===== src/rtl/alu8_pkg.sv =====
package alu8_pkg;

    localparam int DW  = 8;
    localparam int NIB = 4;
    localparam int OPW = 4;

    typedef enum logic [OPW-1:0] {
        OP_ADD  = 4'd0,
        OP_ADDC = 4'd1,
        OP_SUBB = 4'd2,
        OP_INC  = 4'd3,
        OP_DEC  = 4'd4,
        OP_AND  = 4'd5,
        OP_OR   = 4'd6,
        OP_XOR  = 4'd7,
        OP_CPL  = 4'd8,
        OP_RL   = 4'd9,
        OP_RLC  = 4'd10,
        OP_RR   = 4'd11,
        OP_RRC  = 4'd12,
        OP_SWAP = 4'd13,
        OP_DA   = 4'd14,
        OP_PASS = 4'd15
    } alu_op_e;

    typedef struct packed {
        logic [DW-1:0] res;
        logic          cy;
        logic          ac;
        logic          ov;
        logic          cy_we;
        logic          ac_we;
        logic          ov_we;
    } alu_out_t;

    function automatic logic is_arith(alu_op_e op);
        return (op == OP_ADD) || (op == OP_ADDC) || (op == OP_SUBB);
    endfunction

    function automatic logic uses_adder(alu_op_e op);
        return is_arith(op) || (op == OP_INC) || (op == OP_DEC);
    endfunction

endpackage


===== src/rtl/alu8_addsub.sv =====
module alu8_addsub #(
    parameter int W = 8,
    parameter int N = 4
) (
    input  logic [W-1:0] a,
    input  logic [W-1:0] b,
    input  logic         cin,
    input  logic         sub,
    output logic [W-1:0] sum,
    output logic         c_nib,
    output logic         c_pre,
    output logic         c_top
);
    logic [N:0] lo;
    logic [W-1:0] mid;
    logic [W:0] full;

    // Carries (add) or borrows (subtract) at the nibble boundary, into the
    // sign bit, and out of the word come from three parallel partial sums.
    always_comb begin
        if (sub) begin
            lo   = {1'b0, a[N-1:0]} - {1'b0, b[N-1:0]} - {{N{1'b0}}, cin};
            mid  = {1'b0, a[W-2:0]} - {1'b0, b[W-2:0]} - {{(W-1){1'b0}}, cin};
            full = {1'b0, a} - {1'b0, b} - {{W{1'b0}}, cin};
        end else begin
            lo   = {1'b0, a[N-1:0]} + {1'b0, b[N-1:0]} + {{N{1'b0}}, cin};
            mid  = {1'b0, a[W-2:0]} + {1'b0, b[W-2:0]} + {{(W-1){1'b0}}, cin};
            full = {1'b0, a} + {1'b0, b} + {{W{1'b0}}, cin};
        end
    end

    assign sum   = full[W-1:0];
    assign c_nib = lo[N];
    assign c_pre = mid[W-1];
    assign c_top = full[W];
endmodule


===== src/rtl/alu8_bitops.sv =====
module alu8_bitops
    import alu8_pkg::*;
(
    input  alu_op_e       op,
    input  logic [DW-1:0] a,
    input  logic [DW-1:0] b,
    input  logic          cin,
    output logic [DW-1:0] res,
    output logic          cy_new,
    output logic          cy_we
);
    localparam int HALF = DW / 2;

    always_comb begin
        res    = a;
        cy_new = cin;
        cy_we  = 1'b0;
        unique case (op)
            OP_AND:  res = a & b;
            OP_OR:   res = a | b;
            OP_XOR:  res = a ^ b;
            OP_CPL:  res = ~a;
            OP_RL:   res = {a[DW-2:0], a[DW-1]};
            OP_RR:   res = {a[0], a[DW-1:1]};
            OP_RLC: begin
                res    = {a[DW-2:0], cin};
                cy_new = a[DW-1];
                cy_we  = 1'b1;
            end
            OP_RRC: begin
                res    = {cin, a[DW-1:1]};
                cy_new = a[0];
                cy_we  = 1'b1;
            end
            OP_SWAP: res = {a[HALF-1:0], a[DW-1:HALF]};
            default: ;
        endcase
    end
endmodule


===== src/rtl/alu8_bcd_adj.sv =====
module alu8_bcd_adj #(
    parameter int W = 8,
    parameter int N = 4
) (
    input  logic [W-1:0] a,
    input  logic         cy_in,
    input  logic         ac_in,
    output logic [W-1:0] res,
    output logic         cy_out
);
    localparam int DIGITS = W / N;

    logic [W-1:0] val [DIGITS+1];
    logic         cyc [DIGITS+1];

    assign val[0] = a;
    assign cyc[0] = cy_in;

    // One correction stage per digit, lowest first; the carry is sticky.
    for (genvar d = 0; d < DIGITS; d++) begin : g_digit
        localparam logic [W:0] ADJ = (W+1)'(6) << (N * d);
        logic         trig;
        logic [W:0]   sum;
        logic         flag;

        assign flag = (d == 0) ? ac_in : cyc[d];
        assign trig = (val[d][N*d +: N] > N'(9)) || flag;
        assign sum  = {1'b0, val[d]} + ADJ;
        assign val[d+1] = trig ? sum[W-1:0] : val[d];
        assign cyc[d+1] = cyc[d] | (trig & sum[W]);
    end

    assign res    = val[DIGITS];
    assign cy_out = cyc[DIGITS];
endmodule


===== src/rtl/alu8_core.sv =====
module alu8_core
    import alu8_pkg::*;
(
    input  logic [DW-1:0]  acc_i,
    input  logic [DW-1:0]  src_i,
    input  logic           cy_i,
    input  logic           ac_i,
    input  logic [OPW-1:0] op_i,
    output logic [DW-1:0]  res_o,
    output logic           cy_o,
    output logic           ac_o,
    output logic           ov_o,
    output logic           cy_we_o,
    output logic           ac_we_o,
    output logic           ov_we_o
);
    alu_op_e op;
    assign op = alu_op_e'(op_i);

    // shared adder/subtractor operand steering
    logic [DW-1:0] as_b, as_sum;
    logic          as_cin, as_sub;
    logic          c_nib, c_pre, c_top;

    always_comb begin
        as_b   = src_i;
        as_cin = 1'b0;
        as_sub = 1'b0;
        unique case (op)
            OP_ADDC: as_cin = cy_i;
            OP_SUBB: begin as_cin = cy_i; as_sub = 1'b1; end
            OP_INC:  as_b = DW'(1);
            OP_DEC:  begin as_b = DW'(1); as_sub = 1'b1; end
            default: ;
        endcase
    end

    alu8_addsub #(.W(DW), .N(NIB)) u_addsub (
        .a    (acc_i),
        .b    (as_b),
        .cin  (as_cin),
        .sub  (as_sub),
        .sum  (as_sum),
        .c_nib(c_nib),
        .c_pre(c_pre),
        .c_top(c_top)
    );

    logic [DW-1:0] bo_res;
    logic          bo_cy, bo_we;

    alu8_bitops u_bitops (
        .op    (op),
        .a     (acc_i),
        .b     (src_i),
        .cin   (cy_i),
        .res   (bo_res),
        .cy_new(bo_cy),
        .cy_we (bo_we)
    );

    logic [DW-1:0] da_res;
    logic          da_cy;

    alu8_bcd_adj #(.W(DW), .N(NIB)) u_bcd (
        .a     (acc_i),
        .cy_in (cy_i),
        .ac_in (ac_i),
        .res   (da_res),
        .cy_out(da_cy)
    );

    alu_out_t o;

    always_comb begin
        o     = '0;
        o.res = acc_i;
        if (is_arith(op)) begin
            o.res   = as_sum;
            o.cy    = c_top;
            o.ac    = c_nib;
            o.ov    = c_pre ^ c_top;
            o.cy_we = 1'b1;
            o.ac_we = 1'b1;
            o.ov_we = 1'b1;
        end else if (uses_adder(op)) begin
            o.res = as_sum;
        end else if (op == OP_DA) begin
            o.res   = da_res;
            o.cy    = da_cy;
            o.cy_we = 1'b1;
        end else if (op != OP_PASS) begin
            o.res   = bo_res;
            o.cy    = bo_cy;
            o.cy_we = bo_we;
        end
    end

    assign res_o   = o.res;
    assign cy_o    = o.cy_we ? o.cy : cy_i;
    assign ac_o    = o.ac_we ? o.ac : ac_i;
    assign ov_o    = o.ov_we ? o.ov : 1'b0;
    assign cy_we_o = o.cy_we;
    assign ac_we_o = o.ac_we;
    assign ov_we_o = o.ov_we;
endmodule


===== config.mk =====
export PLATFORM = sky130hd
export DESIGN_NAME = alu8_core
export DESIGN_NICKNAME = d
export VERILOG_FILES = /design/src/rtl/alu8_pkg.sv /design/src/rtl/alu8_addsub.sv /design/src/rtl/alu8_bitops.sv /design/src/rtl/alu8_bcd_adj.sv /design/src/rtl/alu8_core.sv
export SDC_FILE = /design/constraint.sdc
export NUM_CORES = 1
export LEC_CHECK = 0
export BUFFER_PORTS_ARGS = -buffer_cell sky130_fd_sc_hd__buf_2
export CAP_MARGIN = 15
export CORE_MARGIN = 5
export CORE_UTILIZATION = 51
export DETAILED_ROUTE_END_ITERATION = 7
export GPL_TIMING_DRIVEN = 1
export PLACE_DENSITY = 0.73
export SLEW_MARGIN = 20
export SYNTH_ARGS = -nofsm -noshare
export SYNTH_HDL_FRONTEND = slang
export SYNTH_HIERARCHICAL = 1
export SYNTH_SLANG_ARGS = --single-unit

===== constraint.sdc =====
create_clock -name vclk -period 7.5
set_clock_uncertainty 0.05 [all_clocks]
set_input_delay 1.875 -clock vclk [all_inputs]
set_output_delay 1.875 -clock vclk [all_outputs]
set_load 0.02 [all_outputs]

==> parameters.txt, run 1 <==
Parameter                              Value

Outcome
  Result of the run ... finished clean

Global route
  GR met3 Demand/Resource ... less than 1%
  Tot GR Track Use ... 21.9%
  Global-route wire length before repair ... about 13 mm
  Met1 Resource Use GR ... 32.3%
  Number of antenna violations at the first check in global routing ... 0
  Most congested layer reported by global routing ... met2
  Met2 track utilization from global routing ... between 30 and 40%
  Vias in the first global route ... 2724
  Maximum number of pins on one net before global-route repair ... 39
  Remaining Overflow, GRT ... 0

Power
  Fraction of power consumed by the clock network ... 0%
  Cell Int Power ... 0.108 mW
  Pwr/cell area ... slightly below 90 nW/um2
  Proportion of power drawn by combinational gates ... 100.0%
  Peak supply drop ... 42.2 uV
  Switching part of the total power ... 59.3%
  Sequential cell fraction of total power ... 0%
  Switching power total ... 0.158 mW
  Leakage power figure ... 1.39 nW

Synth
  Post-synthesis instance total ... 402
  Top cell types by occurrence after synthesis ... 50 x sky130_fd_sc_hd__inv_1, 39 x sky130_fd_sc_hd__ha_1, 34 x sky130_fd_sc_hd__a21oi_1
  Most numerous cell in the Yosys netlist ... sky130_fd_sc_hd__inv_1
  Largest area contributor in the synthesized netlist ... sky130_fd_sc_hd__ha_1
  Sequential element share of the synthesized area ... 0%
  Net count of the mapped netlist ... 467
  Netlist cell types ... slightly above 70
  Fraction of synthesized cell area in xor and xnor cells ... 7.37%
  Warning count from the yosys run ... 6
  Total standard cell area after synthesis ... 2850 um2
  Post-synthesis share of cell area spent on full adders, half adders and majority gates ... roughly 20%
  Multiplexer share of the synthesized area ... ~5.6%
  Top post-synthesis cells by area ... sky130_fd_sc_hd__ha_1 17%, sky130_fd_sc_hd__inv_1 6.6%, sky130_fd_sc_hd__a21oi_1 6.0%, sky130_fd_sc_hd__xnor2_1 5.2%, sky130_fd_sc_hd__nor2_1 4.1%
  Mean instance size in the synthesized netlist ... slightly above 7 um2
  Fraction of the mapped netlist area in compound gates ... 33.1%
  Area share of the leading cell type in the synthesized netlist ... between 10% and 20%
  Combinational family with the most area after synthesis ... compound AO/OA/AOI/OAI gates
  Post-synthesis share of cell area spent on and, or, nand and nor gates ... around 22%

Placement
  Number of port buffers ... 36
  HPWL Detailed ... 6.19 mm
  Placer congestion estimate ... 0.949

Timing
  Pins over their slew limit ... 0
  RSZ-0062 raised after global routing ... false
  Number of hold-slack violations in the final timing report ... 0
  Final period demand of the worst path ... about 7300 ps
  Worst hold slack across all endpoints ... 4150 ps
  Worst slew slack as a fraction of its limit ... between 50% and 60%
  Period utilization ... 97.6%
  Aggregate negative setup slack ... 0 ps
  Achievable clock frequency ... 137 MHz
  Number of setup violations in the final report ... 0
  Pin slew with the least headroom to its limit ... 607 ps

Worst setup path
  Required time of the worst setup path ... 5580 ps
  Delay of the slowest cell on the worst path ... 390 ps
  First element of the critical path ... op_i[1]
  Critical Path Source Type ... primary input
  Cell with the largest stage delay on the worst path ... sky130_fd_sc_hd__ha_1
  Arrival time worst endpoint ... 5400 ps
  Critical Path Sink ... cy_o
  Endpoint kind of the worst setup timing path ... primary output
  Classification of the worst setup path ... in -> out
  Cells traversed along the worst timing path ... buf_2 > or2_1 > mux2_2 > nor2_4 > nor2b_1 > ha_1 > inv_1 > ha_1 > a21o_1 > a31o_1 > a41oi_2 > mux2i_1 > a21oi_1 > a32oi_1 > nand2_1 > mux2_4 > buf_2
  Highest net fanout along the worst path ... 6

Cells and area
  Fraction of layout cells with a size suffix above 1 ... 16.3%
  Sequential cells ... 0
  Number of fill cells ... 551
  Antenna diode count ... 0
  Sequential cell area ... 0 um2
  Nets ... slightly below 500
  Clock buf count ... 0
  Area growth, synth to finish ... 6.36%

Route
  Avg WL per Cell ... 16.6 um
  Number of violations reported at the end of detailed-routing iteration 0 ... ~500
  Detailed Route WL ... 8.22 mm
  DRC ... 0
  Ratio of routed vias to standard cells ... 6.13
  Via Count ... 3036
  Pre-Repair DR Iteration Count ... 6
  Number of routed nets with antenna violations ... 0

Floorplan
  Die outline width ... 84.8 um
  Chip Height ... 84.8 um
  Overall die area ... 7190 um2
  Core Region ... around 5500 um2
  Number of top-level pins ... 36
  Initial core utilization ... between 50% and 60%
  Number of standard-cell rows in the floorplan ... 27

Min path
  Number of cells on the worst hold path ... 3
  Hold/Removal Path Class ... in -> out

Flow run
  Max-cap violations ... 0

Clock tree
  Post-CTS Repair Setup Buffers ... 0
  CTS hold repair buffers ... 0
## how the worst min path moves through the flow
stage	endpoint	from	slack, ps
after CTS	ac_o	ac_i	4160
final	ac_o	ac_i	4150
after floorplan	cy_o	cy_i	3860
after detailed placement	ac_o	ac_i	4150
after global placement	cy_we_o	op_i[0]	4150
after global routing	cy_we_o	op_i[0]	4190
## routing by layer
metal  wire [um]  up-vias
met5           0        -
met4         100        0
met3         673       11
met2        3700      152
met1        3750     1387
li1            -     1486
## stage by stage
| stage | cells | area (um2) | utilization (%) | worst slack, ps | power, mW |
|---|---|---|---|---|---|
| floorplan | 402 | 2850 | - | 593 | 0.197 |
| global placement | 495 | 3030 | 55.4 | 264 | 0.256 |
| detailed placement | 495 | 3030 | 55.4 | 140 | 0.260 |
| CTS | 495 | 3030 | 55.4 | 126 | 0.262 |
| global route | 495 | 3040 | 55.5 | 3.18 | 0.291 |
| finish | 495 | 3040 | 55.5 | 179 | 0.266 |
## area by class of cell
class | count | area, um2 | share of cell area [%]
Timing Repair Buffer | 44 | 240 | 7.91
Tap cell | 72 | 90.1 | 2.97
Multi-Input combinational cell | 328 | 2510 | 82.8
Inverter | 51 | 191 | 6.31
## critical path: cells and delay by family
kind | cells | cell delay, ps
multiplexers | 3 | 780
adder cells (fa/ha/maj) | 2 | 750
buffers and inverters | 3 | 400
AND/OR/NAND/NOR | 4 | 580
AO/OA/AOI/OAI | 5 | 1000
## logic make-up (layout without fill, tap and decap cells)
logic type,count (synthesis),count (layout)
AND/OR/NAND/NOR,118,118
XOR/XNOR,24,24
adder cells (fa/ha/maj),43,43
multiplexers,15,15
AO/OA/AOI/OAI,128,128
buffers and inverters,74,95
## repair_timing
action | CTS | global route
endpoints found under the hold margin | 0 | 0
resized for setup | 0 | 1
setup endpoints to repair | 0 | 2
## power by group through the flow
stage	Combinational [mW]	Sequential [mW]	Clock, mW
6_report	0.266	0	0
5_1_grt	0.291	0	0
4_1_cts	0.262	0	0
3_5_place_dp	0.260	0	0
3_3_place_gp	0.256	0	0
2_1_floorplan	0.197	0	0
## cell usage in the layout (no fill, tap or decap), drive strengths merged, types with 3 or more instances in the layout
cell type,count
inv,51
buf,44
ha,39
a21oi,36
nor2,33
nand2,24
o21ai,18
xnor2,17
nand2b,13
nor2b,12
mux2i,11
nor3,10
a222oi,8
a31oi,8
xor2,7
o22ai,7
nand3,6
a2bb2oi,5
o22a,5
a22oi,5
a21o,4
fa,4
mux2,4
or2,4
nand3b,3
and2,3
o31ai,3
o211ai,3
a221oi,3
Note: power is estimated with default switching activity, not from simulation.
==> inputs of run 2 (changes only) <==
- SLEW_MARGIN: 20 -> 30
- clock period: 7.5 -> 9.5 ns (I/O delays scaled with it)
==> run 2 against run 1 <==
Die area stayed put. Worst setup slack better by 590 ps. Via count fell by 1.1%. Design area decreased by 1.6%. Highest routed layer unchanged. Critical endpoint unchanged. Sequential cell count is the same. Non-clock buffer count shrank 6.
==> parameters.txt, run 2 (synthesis gave the netlist of run 1 again) <==
Parameter                              Value

Outcome
  Result of the run ... finished clean

Cells and area
  Sequential cell area ... 0 um2
  Antenna diode count ... 0
  Clock buf count ... 0
  Most common library cell in the layout ignoring fill and taps ... sky130_fd_sc_hd__inv_1
  Sequential cells ... 0
  Area taken by multi-input logic gates ... roughly 2500 um2
  Post-route standard cell area excluding fillers ... 2990 um2
  Number of fill cells ... 578
  Top library cells by usage in the layout, fill and taps aside ... 50 x sky130_fd_sc_hd__inv_1, 39 x sky130_fd_sc_hd__ha_1, 36 x sky130_fd_sc_hd__buf_2
  Area growth, synth to finish ... 4.60%
  Nets ... 484
  Fraction of layout cells with a size suffix above 1 ... between 10% and 20%

Global route
  Number of antenna violations at the first check in global routing ... 0
  Tot GR Track Use ... 21.7%
  Vias in the first global route ... 2828
  Maximum number of pins on one net before global-route repair ... 44
  Global-route wire length before repair ... 13.5 mm
  Remaining Overflow, GRT ... 0

Floorplan
  Core Region ... 5470 um2
  Initial core utilization ... 52.1%
  Number of standard-cell rows in the floorplan ... 27
  Number of top-level pins ... 36
  Chip Height ... between 80 and 90 um
  Die outline width ... approximately 85 um
  Overall die area ... around 7200 um2

Route
  Via Count ... 3003
  DRC ... 0
  Number of routed nets with antenna violations ... 0
  Number of violations reported at the end of detailed-routing iteration 0 ... 430
  Pre-Repair DR Iteration Count ... 7
  Avg WL per Cell ... approximately 16 um
  Detailed Route WL ... 7.96 mm
  Ratio of routed vias to standard cells ... about 6

Worst setup path
  Critical Path Source Type ... primary input
  Classification of the worst setup path ... in -> out
  Arrival time worst endpoint ... 6310 ps
  Required time of the worst setup path ... 7080 ps
  Endpoint kind of the worst setup timing path ... primary output
  Highest net fanout along the worst path ... 43
  Cell with the largest stage delay on the worst path ... sky130_fd_sc_hd__buf_2
  Cells traversed along the worst timing path ... buf_2 > nand2_1 > mux2_2 > nor2_2 > nor2b_1 > ha_1 > inv_1 > ha_1 > a21o_1 > a31o_1 > a41oi_2 > mux2i_1 > a21oi_1 > a32oi_1 > nand2_1 > mux2_4 > buf_2
  Delay of the slowest cell on the worst path ... 580 ps

Flow run
  Max-cap violations ... 0

Power
  Power consumption ... 0.205 mW
  Leakage power figure ... 1.36 nW
  Pwr/cell area ... a little under 70 nW/um2
  Peak supply drop ... between 30 and 40 uV

Min path
  Hold/Removal Path Class ... in -> out
  End point of the worst hold path ... ac_o
  Number of cells on the worst hold path ... 3
  Origin of the worst min-delay path ... ac_i

Timing
  Worst hold slack across all endpoints ... 5170 ps
  Final period demand of the worst path ... 8730 ps
  Pins over their slew limit ... 0
  Number of hold-slack violations in the final timing report ... 0
  Number of setup violations in the final report ... 0
  Period utilization ... 91.9%
  RSZ-0062 raised after global routing ... false
  Achievable clock frequency ... 115 MHz
  Aggregate negative setup slack ... 0 ps
  Worst slew slack as a fraction of its limit ... 50.0%
  Pin slew with the least headroom to its limit ... ~750 ps

Clock tree
  Resized cells post-CTS ... 0
  CTS hold repair buffers ... 0
  Post-CTS Repair Setup Buffers ... 0

Placement
  Instance area after placement ... 2990 um2
  Placer congestion estimate ... approximately 0.96
  Number of port buffers ... 36
  HPWL Detailed ... just over 6 mm
[run 2: cell types whose count changed in the layout (fill, tap and decap cells not counted)]
cell,delta
sky130_fd_sc_hd__nor2_4,-1
sky130_fd_sc_hd__buf_4,-6
sky130_fd_sc_hd__nor2_2,+1
[run 2: report_power, final]
part	internal, mW	total (mW)	switching (mW)
Combinational	0.0837	0.205	0.122
Sequential	0	0	0
Clock	0	0	0
[run 2: area by class of cell]
| type | count | share of cell area (%) |
|---|---|---|
| multi-input cells | 328 | 84.0 |
| repair buffers | 38 | 6.54 |
| inverters | 51 | 6.41 |
| well taps | 72 | 3.02 |
[run 2: metal layers]
| metal | part of all wire [%] | track usage (%) |
|---|---|---|
| met2 | 44 | 33.5 |
| met1 | 48 | 32.6 |
| met5 | 0 | 0 |
| met4 | 2.2 | 5.47 |
| met3 | 6.1 | 1.28 |
[run 2: per-stage QoR]
| step | cells | utilization, % | setup slack, ps |
|---|---|---|---|
| 2_1_floorplan | 402 | - | 1590 |
| 3_3_place_gp | 489 | 54.5 | 920 |
| 3_5_place_dp | 489 | 54.5 | 806 |
| 4_1_cts | 489 | 54.5 | 792 |
| 5_1_grt | 489 | 54.5 | 364 |
| 6_report | 489 | 54.5 | 767 |
[run 2: how the worst max path moves through the flow]
stage             from  slack (ps)  endpoint
2_1_floorplan  op_i[1]        1590      cy_o
3_3_place_gp   op_i[0]         920      cy_o
3_5_place_dp   op_i[0]         810      cy_o
4_1_cts        op_i[0]         790      cy_o
5_1_grt        op_i[0]         360      cy_o
6_report       op_i[0]         770      cy_o
[run 2: worst max-delay path, delay by kind of cell]
family / cells / cell delay (ps)
buf+inv: 3 / 850
mux: 3 / 750
simple gates: 4 / 620
compound gates: 5 / 960
fa+ha+maj: 2 / 750
